`config.mk`:
```
export PLATFORM = sky130hd
export DESIGN_NAME = evt_xfer_ctrl
export DESIGN_NICKNAME = d
export VERILOG_FILES = /design/src/rtl/evx_pkg.sv /design/src/rtl/evx_pend.sv /design/src/rtl/evx_engine.sv /design/src/rtl/evt_xfer_ctrl.sv
export SDC_FILE = /design/constraint.sdc
export NUM_CORES = 1
export LEC_CHECK = 0
export CAP_MARGIN = 5
export CORE_UTILIZATION = 58
export DETAILED_ROUTE_END_ITERATION = 6
export PLACE_DENSITY_LB_ADDON = 0.12
export SETUP_SLACK_MARGIN = 0.3
export SYNTH_ARGS = -nofsm -noshare
export SYNTH_HDL_FRONTEND = slang
export SYNTH_SLANG_ARGS = --single-unit
```
`constraint.sdc`:
```
create_clock -name clk -period 8.5 [get_ports clk]
set_input_delay 1.275 -clock clk [delete_from_list [all_inputs] [get_ports clk]]
set_output_delay 1.275 -clock clk [all_outputs]
set_load 0.005 [all_outputs]
```
`src/rtl/evx_pkg.sv`:
```
package evx_pkg;

    typedef enum logic [2:0] {
        S_IDLE,
        S_DRD,
        S_XRD,
        S_XWR,
        S_DWB,
        S_DONE
    } evx_st_e;

    // mode byte bit positions
    localparam int M_RPT  = 0;
    localparam int M_RDST = 1;
    localparam int M_SINC = 2;
    localparam int M_DINC = 3;
    localparam int M_RIE  = 4;

    // descriptor byte offsets
    localparam logic [2:0] D_MODE = 3'd0;
    localparam logic [2:0] D_BLK  = 3'd1;
    localparam logic [2:0] D_CNT  = 3'd2;
    localparam logic [2:0] D_RLD  = 3'd3;
    localparam logic [2:0] D_SAL  = 3'd4;
    localparam logic [2:0] D_SAH  = 3'd5;
    localparam logic [2:0] D_DAL  = 3'd6;
    localparam logic [2:0] D_DAH  = 3'd7;

endpackage

```
`src/rtl/evx_pend.sv`:
```
module evx_pend #(
    parameter int NUM_SRC = 33,
    localparam int SW = $clog2(NUM_SRC)
) (
    input  logic               clk,
    input  logic               rst_n,
    input  logic [NUM_SRC-1:0] ev,
    input  logic [NUM_SRC-1:0] en,
    input  logic               clr,
    input  logic [SW-1:0]      clr_idx,
    output logic [NUM_SRC-1:0] pend_o,
    output logic               any_o,
    output logic [SW-1:0]      sel_o
);

    logic [NUM_SRC-1:0] pend_d, pend_q;
    logic [NUM_SRC-1:0] clr_mask;

    always_comb begin
        clr_mask = '0;
        if (clr) begin
            clr_mask[clr_idx] = 1'b1;
        end
        pend_d = (pend_q & en & ~clr_mask) | (ev & en);

        sel_o = '0;
        for (int i = NUM_SRC - 1; i >= 0; i--) begin
            if (pend_q[i]) begin
                sel_o = SW'(i);
            end
        end
        any_o = |pend_q;
    end

    always_ff @(posedge clk or negedge rst_n) begin
        if (!rst_n) begin
            pend_q <= '0;
        end else begin
            pend_q <= pend_d;
        end
    end

    assign pend_o = pend_q;

    // a flag never survives a cycle in which its enable was low
    a_r2_pend_needs_en: assert property (@(posedge clk) disable iff (!rst_n)
        ((pend_q & ~$past(en)) == '0));

    // the chosen source is really pending
    a_r3_sel_pending: assert property (@(posedge clk) disable iff (!rst_n)
        any_o |-> pend_q[sel_o]);

endmodule

```
`src/rtl/evx_engine.sv`:
```
module evx_engine
    import evx_pkg::*;
#(
    parameter int          NUM_SRC   = 33,
    parameter int          NUM_DESC  = 24,
    parameter logic [15:0] DESC_BASE = 16'h0F00,
    localparam int SW = $clog2(NUM_SRC)
) (
    input  logic          clk,
    input  logic          rst_n,
    input  logic          req_any,
    input  logic [SW-1:0] req_idx,
    output logic          bus_req,
    input  logic          bus_gnt,
    output logic          bus_we,
    output logic [15:0]   bus_addr,
    output logic [7:0]    bus_wdata,
    input  logic [7:0]    bus_rdata,
    output logic          done_v,
    output logic [SW-1:0] done_idx,
    output logic          irq_v
);

    typedef struct packed {
        evx_st_e       st;
        logic [SW-1:0] src;
        logic [15:0]   dba;
        logic [2:0]    bi;
        logic [7:0]    mode;
        logic [7:0]    blk;
        logic [7:0]    cnt;
        logic [7:0]    rld;
        logic [15:0]   sa;
        logic [15:0]   da;
        logic [8:0]    left;
        logic [7:0]    dbuf;
        logic          fire;
    } eng_s;

    eng_s q, d;

    logic [8:0]  blk_e, rld_e;
    logic [15:0] span, sa_n, da_n, slot_ofs;

    always_comb begin
        blk_e    = (q.blk == 8'd0) ? 9'd256 : {1'b0, q.blk};
        rld_e    = (q.rld == 8'd0) ? 9'd256 : {1'b0, q.rld};
        span     = 16'({7'd0, rld_e} * {7'd0, blk_e});
        sa_n     = q.sa + {15'd0, q.mode[M_SINC]};
        da_n     = q.da + {15'd0, q.mode[M_DINC]};
        slot_ofs = 16'((32'(req_idx) % NUM_DESC) * 8);

        d = q;
        unique case (q.st)
            S_IDLE: begin
                d.fire = 1'b0;
                if (req_any) begin
                    d.st  = S_DRD;
                    d.src = req_idx;
                    d.dba = DESC_BASE + slot_ofs;
                    d.bi  = 3'd0;
                end
            end
            S_DRD: begin
                if (bus_gnt) begin
                    case (q.bi)
                        D_MODE:  d.mode       = bus_rdata;
                        D_BLK:   d.blk        = bus_rdata;
                        D_CNT:   d.cnt        = bus_rdata;
                        D_RLD:   d.rld        = bus_rdata;
                        D_SAL:   d.sa[7:0]    = bus_rdata;
                        D_SAH:   d.sa[15:8]   = bus_rdata;
                        D_DAL:   d.da[7:0]    = bus_rdata;
                        default: d.da[15:8]   = bus_rdata;
                    endcase
                    if (q.bi == D_DAH) begin
                        d.st   = S_XRD;
                        d.left = blk_e;
                    end else begin
                        d.bi = q.bi + 3'd1;
                    end
                end
            end
            S_XRD: begin
                if (bus_gnt) begin
                    d.dbuf = bus_rdata;
                    d.st   = S_XWR;
                end
            end
            S_XWR: begin
                if (bus_gnt) begin
                    d.sa   = sa_n;
                    d.da   = da_n;
                    d.left = q.left - 9'd1;
                    if (q.left == 9'd1) begin
                        d.st = S_DWB;
                        d.bi = D_CNT;
                        if (q.cnt == 8'd1) begin
                            d.fire = q.mode[M_RPT] ? q.mode[M_RIE] : 1'b1;
                            if (q.mode[M_RPT]) begin
                                d.cnt = q.rld;
                                if (q.mode[M_RDST]) begin
                                    if (q.mode[M_DINC]) d.da = da_n - span;
                                end else begin
                                    if (q.mode[M_SINC]) d.sa = sa_n - span;
                                end
                            end else begin
                                d.cnt = 8'd0;
                            end
                        end else begin
                            d.cnt  = q.cnt - 8'd1;
                            d.fire = 1'b0;
                        end
                    end else begin
                        d.st = S_XRD;
                    end
                end
            end
            S_DWB: begin
                if (bus_gnt) begin
                    if (q.bi == D_DAH) begin
                        d.st = S_DONE;
                    end else begin
                        d.bi = q.bi + 3'd1;
                    end
                end
            end
            default: begin
                d.st = S_IDLE;
            end
        endcase
    end

    always_ff @(posedge clk or negedge rst_n) begin
        if (!rst_n) begin
            q <= '{st: S_IDLE, default: '0};
        end else begin
            q <= d;
        end
    end

    always_comb begin
        bus_req   = (q.st == S_DRD) || (q.st == S_XRD) || (q.st == S_XWR) || (q.st == S_DWB);
        bus_we    = (q.st == S_XWR) || (q.st == S_DWB);
        bus_addr  = q.dba + {13'd0, q.bi};
        bus_wdata = q.dbuf;
        case (q.st)
            S_XRD:   bus_addr = q.sa;
            S_XWR:   bus_addr = q.da;
            default: bus_addr = q.dba + {13'd0, q.bi};
        endcase
        if (q.st == S_DWB) begin
            case (q.bi)
                D_CNT:   bus_wdata = q.cnt;
                D_RLD:   bus_wdata = q.rld;
                D_SAL:   bus_wdata = q.sa[7:0];
                D_SAH:   bus_wdata = q.sa[15:8];
                D_DAL:   bus_wdata = q.da[7:0];
                D_DAH:   bus_wdata = q.da[15:8];
                default: bus_wdata = q.mode;
            endcase
        end
    end

    assign done_v   = (q.st == S_DONE);
    assign done_idx = q.src;
    assign irq_v    = (q.st == S_DONE) && q.fire;

    // an ungranted access is presented again unchanged
    a_r10_hold_until_gnt: assert property (@(posedge clk) disable iff (!rst_n)
        (bus_req && !bus_gnt) |=> (bus_req && $stable(bus_addr) && $stable(bus_we)
                                   && $stable(bus_wdata)));

    // a data access is only ever made with bytes still owed
    a_r5_left_nonzero: assert property (@(posedge clk) disable iff (!rst_n)
        ((q.st == S_XRD) || (q.st == S_XWR)) |-> (q.left != 9'd0));

    // data movement is entered only straight from the last descriptor byte
    a_r4_fetch_first: assert property (@(posedge clk) disable iff (!rst_n)
        ((q.st == S_XRD) && ($past(q.st) != S_XRD) && ($past(q.st) != S_XWR))
            |-> ($past(q.st) == S_DRD));

endmodule

```
`src/rtl/evt_xfer_ctrl.sv`:
```
module evt_xfer_ctrl #(
    parameter int          NUM_SRC   = 33,
    parameter int          NUM_DESC  = 24,
    parameter logic [15:0] DESC_BASE = 16'h0F00
) (
    input  logic               clk,
    input  logic               rst_n,
    input  logic [NUM_SRC-1:0] ev_i,
    input  logic [NUM_SRC-1:0] en_i,
    output logic               bus_req_o,
    input  logic               bus_gnt_i,
    output logic               bus_we_o,
    output logic [15:0]        bus_addr_o,
    output logic [7:0]         bus_wdata_o,
    input  logic [7:0]         bus_rdata_i,
    output logic [NUM_SRC-1:0] irq_o
);

    localparam int SW = $clog2(NUM_SRC);

    logic               any;
    logic [SW-1:0]      sel;
    logic [NUM_SRC-1:0] pend;
    logic               done_v, irq_v;
    logic [SW-1:0]      done_idx;

    evx_pend #(.NUM_SRC(NUM_SRC)) u_pend (
        .clk     (clk),
        .rst_n   (rst_n),
        .ev      (ev_i),
        .en      (en_i),
        .clr     (done_v),
        .clr_idx (done_idx),
        .pend_o  (pend),
        .any_o   (any),
        .sel_o   (sel)
    );

    evx_engine #(
        .NUM_SRC   (NUM_SRC),
        .NUM_DESC  (NUM_DESC),
        .DESC_BASE (DESC_BASE)
    ) u_eng (
        .clk       (clk),
        .rst_n     (rst_n),
        .req_any   (any && !done_v),
        .req_idx   (sel),
        .bus_req   (bus_req_o),
        .bus_gnt   (bus_gnt_i),
        .bus_we    (bus_we_o),
        .bus_addr  (bus_addr_o),
        .bus_wdata (bus_wdata_o),
        .bus_rdata (bus_rdata_i),
        .done_v    (done_v),
        .done_idx  (done_idx),
        .irq_v     (irq_v)
    );

    for (genvar g = 0; g < NUM_SRC; g++) begin : g_irq
        assign irq_o[g] = irq_v && (done_idx == SW'(g));
    end

    // at most one source interrupts at a time
    a_r7_irq_onehot: assert property (@(posedge clk) disable iff (!rst_n)
        $onehot0(irq_o));

    // an interrupt follows directly on a granted write-back
    a_r7_irq_after_wb: assert property (@(posedge clk) disable iff (!rst_n)
        (irq_o != '0) |-> $past(bus_req_o && bus_we_o && bus_gnt_i));

    // nothing pending means no activity can start
    a_r1_quiet_idle: assert property (@(posedge clk) disable iff (!rst_n)
        ((pend == '0) && !bus_req_o) |=> !bus_req_o);

endmodule

```
==> results.toml, run 1 <==
[global_route]
groute.usage.overall_pct = 38.6
grt_max_degree = 78
antenna_found_initial = 0
grt_pass1_vias = 11300
overflow = 0
grt_pass1_wl_mm = 64.3

[synthesis]
ys_warn_count = 0
synthCells = 1506
avgSynthCellArea_um2 = 8.18
synth-async-reset-ratio_pct = 100
synth_edf_count = 0
synth_seq_area_share_pct = 27.8
syn_area_um2 = 12300
synth_cell_types = 76
ys_ff_latch = 137
ys.flop_type = "dfrtp_1"

[drt]
post_drt_wl_per_cell_um = 21.6
wirelength_mm = 40.7
ant_nets = 0
drt-pass1-iter-count = 5
viasPerCell = 6.30
drt_iter0_drc = 1174
drc = 0
num_vias = 11800

[finish]
final_cells = 1879
fill_cells = 1756
design_area_um2 = 14400
drive_gt1_share_pct = 6.46
fin_nets = 1798
syn_to_final_growth_pct = 16.9
diodes = 0

[placed_design]
placedCellCount = 1847
gpl.final_weighted_congestion = 0.990
dp_hpwl_mm = 30.5
port_buffers = 135
placed_cell_area_um2 = 13800

[clocking]
cts_tree = "done"
clockBufferDepth = 2
path_clk_slew_ps = 70
postCtsSetupBuffers = 0
ctsHoldBuffers = 0
cts_root_buf = "clkbuf_16"
cts_made_buffers = 17
cts.sinks = 137
h-tree-depth = 4
insertion_delay_ps = 440
post_cts_resized = 0

[sta]
max_freq_mhz = 144
setup_violations = 0
rsz0062_at_grt = "false"
min_period_over_period_pct = 81.5
max_slew_margin_pct = 20.7
worst_slew_pin_slew_ps = 1190
fin_crit_ps = 6930
fin_skew_ps = 11.4
hold_viol_final = 0
finalMaxSlewViolations = 0
setup_tns_ps = 0

[floorplanning]
coreArea_um2 = 20600
die_area_um2 = 21800
die_w_um = 148
rows = 52
die_y_um = 148
num_io_pins = 136
start_util_pct = 59.9

[setup_path]
critPathMaxFanout = 12
start_kind = "register"
path_delay_family = "adder cells"
required_ps = 8780
crit_path_end_kind = "register"
critPathArrivalTime_ps = 7210
crit_type = "reg2reg"
crit_chain = "or4_1, nor2_1, nand2_1, fa_1, fa_1, inv_1, fa_1, fa_1, ha_1, inv_1, o21bai_1, a21oi_1, o21bai_1, a21oi_1, xnor2_1, ha_1, or3_1, a211oi_1, o31ai_1, xor2_1, nor2_1, xnor2_1, a31oi_1"
cp_slowest_stage_delay_ps = 610
cp_num_buf_inv = 2
cp_slowest_cell = "or4_1"
cp_common_cell = "fa_1"

[flow_run]
cap_violations = 0

[run_status]
status = "finished, final reports clean"

[hold_path]
hold_class = "reg2reg"
[per-stage QoR]
step	setup slack (ps)	hold WS [ps]	util, %
floorplan	2480	435	-
global placement	1840	449	67.1
detailed placement	1690	455	67.1
CTS	1640	475	70.1
global route	1150	501	70.1
finish	1570	474	70.1
[routing by layer]
metal | GRT usage (%) | part of all wire [%] | vias up
li1 | - | - | 5414
met1 | 53.5 | 42 | 5623
met2 | 56.5 | 43 | 681
met3 | 10.6 | 11 | 125
met4 | 17.1 | 4.3 | 0
met5 | 0 | 0 | -
[path summary, 6_finish.rpt]
check | start | end | slack [ps] | depth (start not counted)
setup / recovery | u_eng.q[67]$_DFFE_PN0P_ | u_eng.q[33]$_DFFE_PN0P_ | 1570 | 23
hold / removal | u_eng.q[93]$_DFFE_PN0P_ | u_eng.q[93]$_DFFE_PN0P_ | 470 | 1
setup reg to reg | u_eng.q[67]$_DFFE_PN0P_ | u_eng.q[33]$_DFFE_PN0P_ | 1570 | 23
hold reg to reg | u_eng.q[93]$_DFFE_PN0P_ | u_eng.q[93]$_DFFE_PN0P_ | 470 | 1
max in group asynchronous | rst_n | u_pend.pend_o[14]$_DFF_PN0_ | 6330 | 2
min in group asynchronous | rst_n | u_pend.pend_o[20]$_DFF_PN0_ | 860 | 1
[registers in the layout (all words and copies together) (netlist names), named ones only]
| name | count |
|---|---|
| u_pend.pend_o | 33 |
| u_eng.done_idx | 6 |
| u_eng.q | 96 |
[logic make-up (layout without fill, tap and decap cells)]
group | Yosys count | in the layout | share of synthesized area (%)
AND/OR/NAND/NOR | 575 | 575 | 22.7
XOR/XNOR | 64 | 64 | 4.61
flip-flops | 137 | 137 | 27.8
adder cells (fa/ha/maj) | 125 | 125 | 15.8
multiplexers | 55 | 55 | 4.83
buffers and inverters | 178 | 280 | 5.45
other | 1 | 2 | 0.0304
AO/OA/AOI/OAI | 371 | 371 | 18.7
[cells in the mapped netlist (5+ instances only)]
library cell  count  share of area, %
nor3_1           27               1.1
a31oi_1          24               1.2
mux2_2           36               3.3
fa_1             51               8.3
and3_1           17              0.86
nand2_1         201               6.1
clkbuf_1         62               1.9
xor2_1           21               1.5
nor2_1          128               3.9
a22oi_1          17               1.0
o21ai_1           7              0.28
or2_2             9              0.46
o21bai_1          5              0.30
dfrtp_1         137                28
o31ai_1          12              0.73
a21oi_1         116               4.7
o21ai_0          80               3.3
nand3_1          37               1.5
xnor2_1          42               3.0
inv_1           106               3.2
and2_1           36               1.8
a21o_1           11              0.67
nand4_1           5              0.25
o21a_1           23               1.4
nand2b_1         16              0.81
nor2b_1          37               1.9
o211ai_1          9              0.55
or3_1            15              0.76
buf_1             7              0.21
a221oi_1         11              0.78
mux2i_1          19               1.5
a211oi_1         15              0.91
nor4_1            9              0.46
or4_1             7              0.43
ha_1             74               7.5
[area by class of cell]
type                       instances  area [um^2]  area share [%]
multi-input combinational       1192         8230            57.1
sequential                       137         3430            23.8
timing repair buffer             142         1410            9.75
clock buffer                      17          425            2.95
inverter                         106          398            2.76
tap                              270          338            2.35
clock inverter                    15          180            1.25
[cell usage in the layout, fill, tap and decap left out, types with 5 or more instances in the layout]
| cell | synthesis | layout |
|---|---|---|
| o21ai_1 | 7 | 7 |
| nor2b_1 | 37 | 37 |
| fa_1 | 51 | 51 |
| ha_1 | 74 | 74 |
| nand4_1 | 5 | 5 |
| nor3_1 | 27 | 27 |
| o31ai_1 | 12 | 12 |
| clkdlybuf4s50_1 | 0 | 134 |
| or3_1 | 15 | 15 |
| nand2b_1 | 16 | 16 |
| dfrtp_1 | 137 | 137 |
| or2_2 | 9 | 9 |
| nor4_1 | 9 | 9 |
| and3_1 | 17 | 17 |
| buf_4 | 0 | 7 |
| xnor2_1 | 42 | 42 |
| a211oi_1 | 15 | 15 |
| inv_1 | 106 | 106 |
| mux2i_1 | 19 | 19 |
| o21ai_0 | 80 | 80 |
| nand3_1 | 37 | 37 |
| a221oi_1 | 11 | 11 |
| o21a_1 | 23 | 23 |
| or4_1 | 7 | 7 |
| inv_6 | 0 | 5 |
| a22oi_1 | 17 | 17 |
| o211ai_1 | 9 | 9 |
| o21bai_1 | 5 | 5 |
| nand2_1 | 201 | 201 |
| a21o_1 | 11 | 11 |
| clkbuf_16 | 0 | 17 |
| a21oi_1 | 116 | 116 |
| mux2_2 | 36 | 36 |
| and2_1 | 36 | 36 |
| a31oi_1 | 24 | 24 |
| nor2_1 | 128 | 127 |
| xor2_1 | 21 | 21 |
Power of run 1 is left out: the tool's default activity adds up to more than one toggle a clock period on the data nets, which glitch-free logic cannot reach.
==> run 2, diff against run 1 <==
==> constraint.sdc (replaced) <==
create_clock -name clk -period 7.2 [get_ports clk]
set_input_delay 1.08 -clock clk [delete_from_list [all_inputs] [get_ports clk]]
set_output_delay 1.08 -clock clk [all_outputs]
set_load 0.005 [all_outputs]
==> results.toml, run 2 (same netlist as run 1, synthesis figures left out) <==
[placed_design]
port_buffers = 135
dp_hpwl_mm = 30.8
gpl.final_weighted_congestion = 0.991

[drt]
drt-pass1-iter-count = 7
drc = 0
post_drt_wl_per_cell_um = 21.6
num_vias = 11900
viasPerCell = 6.31
wirelength_mm = 40.7
ant_nets = 0
drt_iter0_drc = 1248

[finish]
fin_nets = 1805
layout_common_cells = "nand2_1, dfrtp_1, clkdlybuf4s50_1, nor2_1, a21oi_1"
diodes = 0
drive_gt1_share_pct = 6.93
largest_register_ff_count = 96
fill_cells = 1721
syn_to_final_growth_pct = 17.6
largest-register = "u_eng.q"
multi_input_area_um2 = 8240
layout_commonest_cell = "nand2_1"
regArea_um2 = 3430

[setup_path]
crit_chain = "or4_1, nor2_2, nand2_1, fa_1, fa_1, inv_1, fa_1, fa_1, ha_1, inv_1, o21bai_1, a21oi_1, xnor2_1, ha_1, and4_1, nand3_1, o2111ai_1, nand4_1, and3_1, nor3_2, xnor2_1, o221ai_1"
crit_path_end_kind = "register"
cp_slowest_stage_delay_ps = 630
cp_slowest_cell = "or4_1"
crit_type = "reg2reg"
required_ps = 7500
critPathArrivalTime_ps = 6810
start_kind = "register"
cp_common_cell = "fa_1"
critPathMaxFanout = 12

[floorplanning]
num_io_pins = 136
die_area_um2 = 21800
die_y_um = 148
start_util_pct = 59.9
die_w_um = 148
rows = 52
coreArea_um2 = 20600

[sta]
rsz0062_at_grt = "false"
hold_viol_final = 0
fin_skew_ps = 10.8
max_freq_mhz = 154
setup_violations = 0
max_slew_margin_pct = 22.9
min_period_over_period_pct = 90.4
fin_crit_ps = 6510
worst_slew_pin_slew_ps = 1150
setup_tns_ps = 0
finalMaxSlewViolations = 0

[clocking]
postCtsSetupBuffers = 0
cts.sinks = 137
insertion_delay_ps = 430
h-tree-depth = 4
cts_root_buf = "clkbuf_16"
path_clk_slew_ps = 70
clockBufferDepth = 2
cts_tree = "done"
cts_made_buffers = 17

[global_route]
grt_pass1_vias = 11500
grt_pass1_wl_mm = 64.1
grt_max_degree = 78
overflow = 0
antenna_found_initial = 0
groute.usage.overall_pct = 38.3

[run_status]
status = "finished, final reports clean"

[flow_run]
cap_violations = 0

[hold_path]
hold_class = "reg2reg"
[run 2: cell types whose count changed in the layout (fill, tap and decap cells not counted), moves of 2 or more]
cell        before  now
buf_4            7   14
clkinv_4         1    4
clkinvlp_4       3    1
inv_8            4    1
[run 2: final cells by class]
type                       instances  share of cell area, %
clock buffer                      18                   2.96
clock inverter                    14                   1.30
inverter                         106                   2.75
multi-input combinational       1192                   56.9
sequential                       137                   23.7
tap                              270                   2.33
timing repair buffer             149                   10.1
[run 2: repair_timing]
item,in CTS,in global routing
hold buffers,0,0
resized for setup,0,3
setup endpoints to repair,0,2
[run 2: per-layer routing]
layer / part of all wire, % / wire, um / global-route usage, % / vias up
met1: 42 / 16900 / 53.5 / 5661
met2: 44 / 17900 / 57.5 / 698
met3: 11 / 4340 / 9.29 / 113
met5: 0 / 0 / 0 / -
li1: - / - / - / 5429
met4: 3.7 / 1520 / 14.4 / 0
[run 2: critical path, delay by kind of cell (launching register included)]
| family | cells | cell delay, ps |
|---|---|---|
| AND/OR/NAND/NOR | 8 | 1810 |
| adder cells (fa/ha/maj) | 6 | 2800 |
| flip-flops | 1 | 510 |
| buffers and inverters | 2 | 160 |
| AO/OA/AOI/OAI | 4 | 750 |
| XOR/XNOR | 2 | 330 |
[run 2: per-stage QoR]
stage,cells,setup slack (ps),hold slack (ps),cell area (um^2),utilization (%)
after floorplan,1507,1180,435,12300,-
after global placement,1854,772,449,13900,67.4
after detailed placement,1854,634,452,13900,67.4
after CTS,1886,610,472,14500,70.4
after global routing,1886,330,495,14500,70.4
final,1886,692,473,14500,70.4
[run 2: path summary, 6_finish.rpt]
path / from / depth (start not counted) / to / slack [ps]
hold / removal: u_eng.q[93]$_DFFE_PN0P_ / 1 / u_eng.q[93]$_DFFE_PN0P_ / 470
min in group asynchronous: rst_n / 1 / u_pend.pend_o[20]$_DFF_PN0_ / 670
setup reg to reg: u_eng.q[67]$_DFFE_PN0P_ / 22 / u_eng.q[49]$_DFFE_PN0P_ / 690
setup / recovery: u_eng.q[67]$_DFFE_PN0P_ / 22 / u_eng.q[49]$_DFFE_PN0P_ / 690
max in group asynchronous: rst_n / 2 / u_pend.pend_o[14]$_DFF_PN0_ / 5220
hold reg to reg: u_eng.q[93]$_DFFE_PN0P_ / 1 / u_eng.q[93]$_DFFE_PN0P_ / 470
Power of run 2 is left out for the same reason.
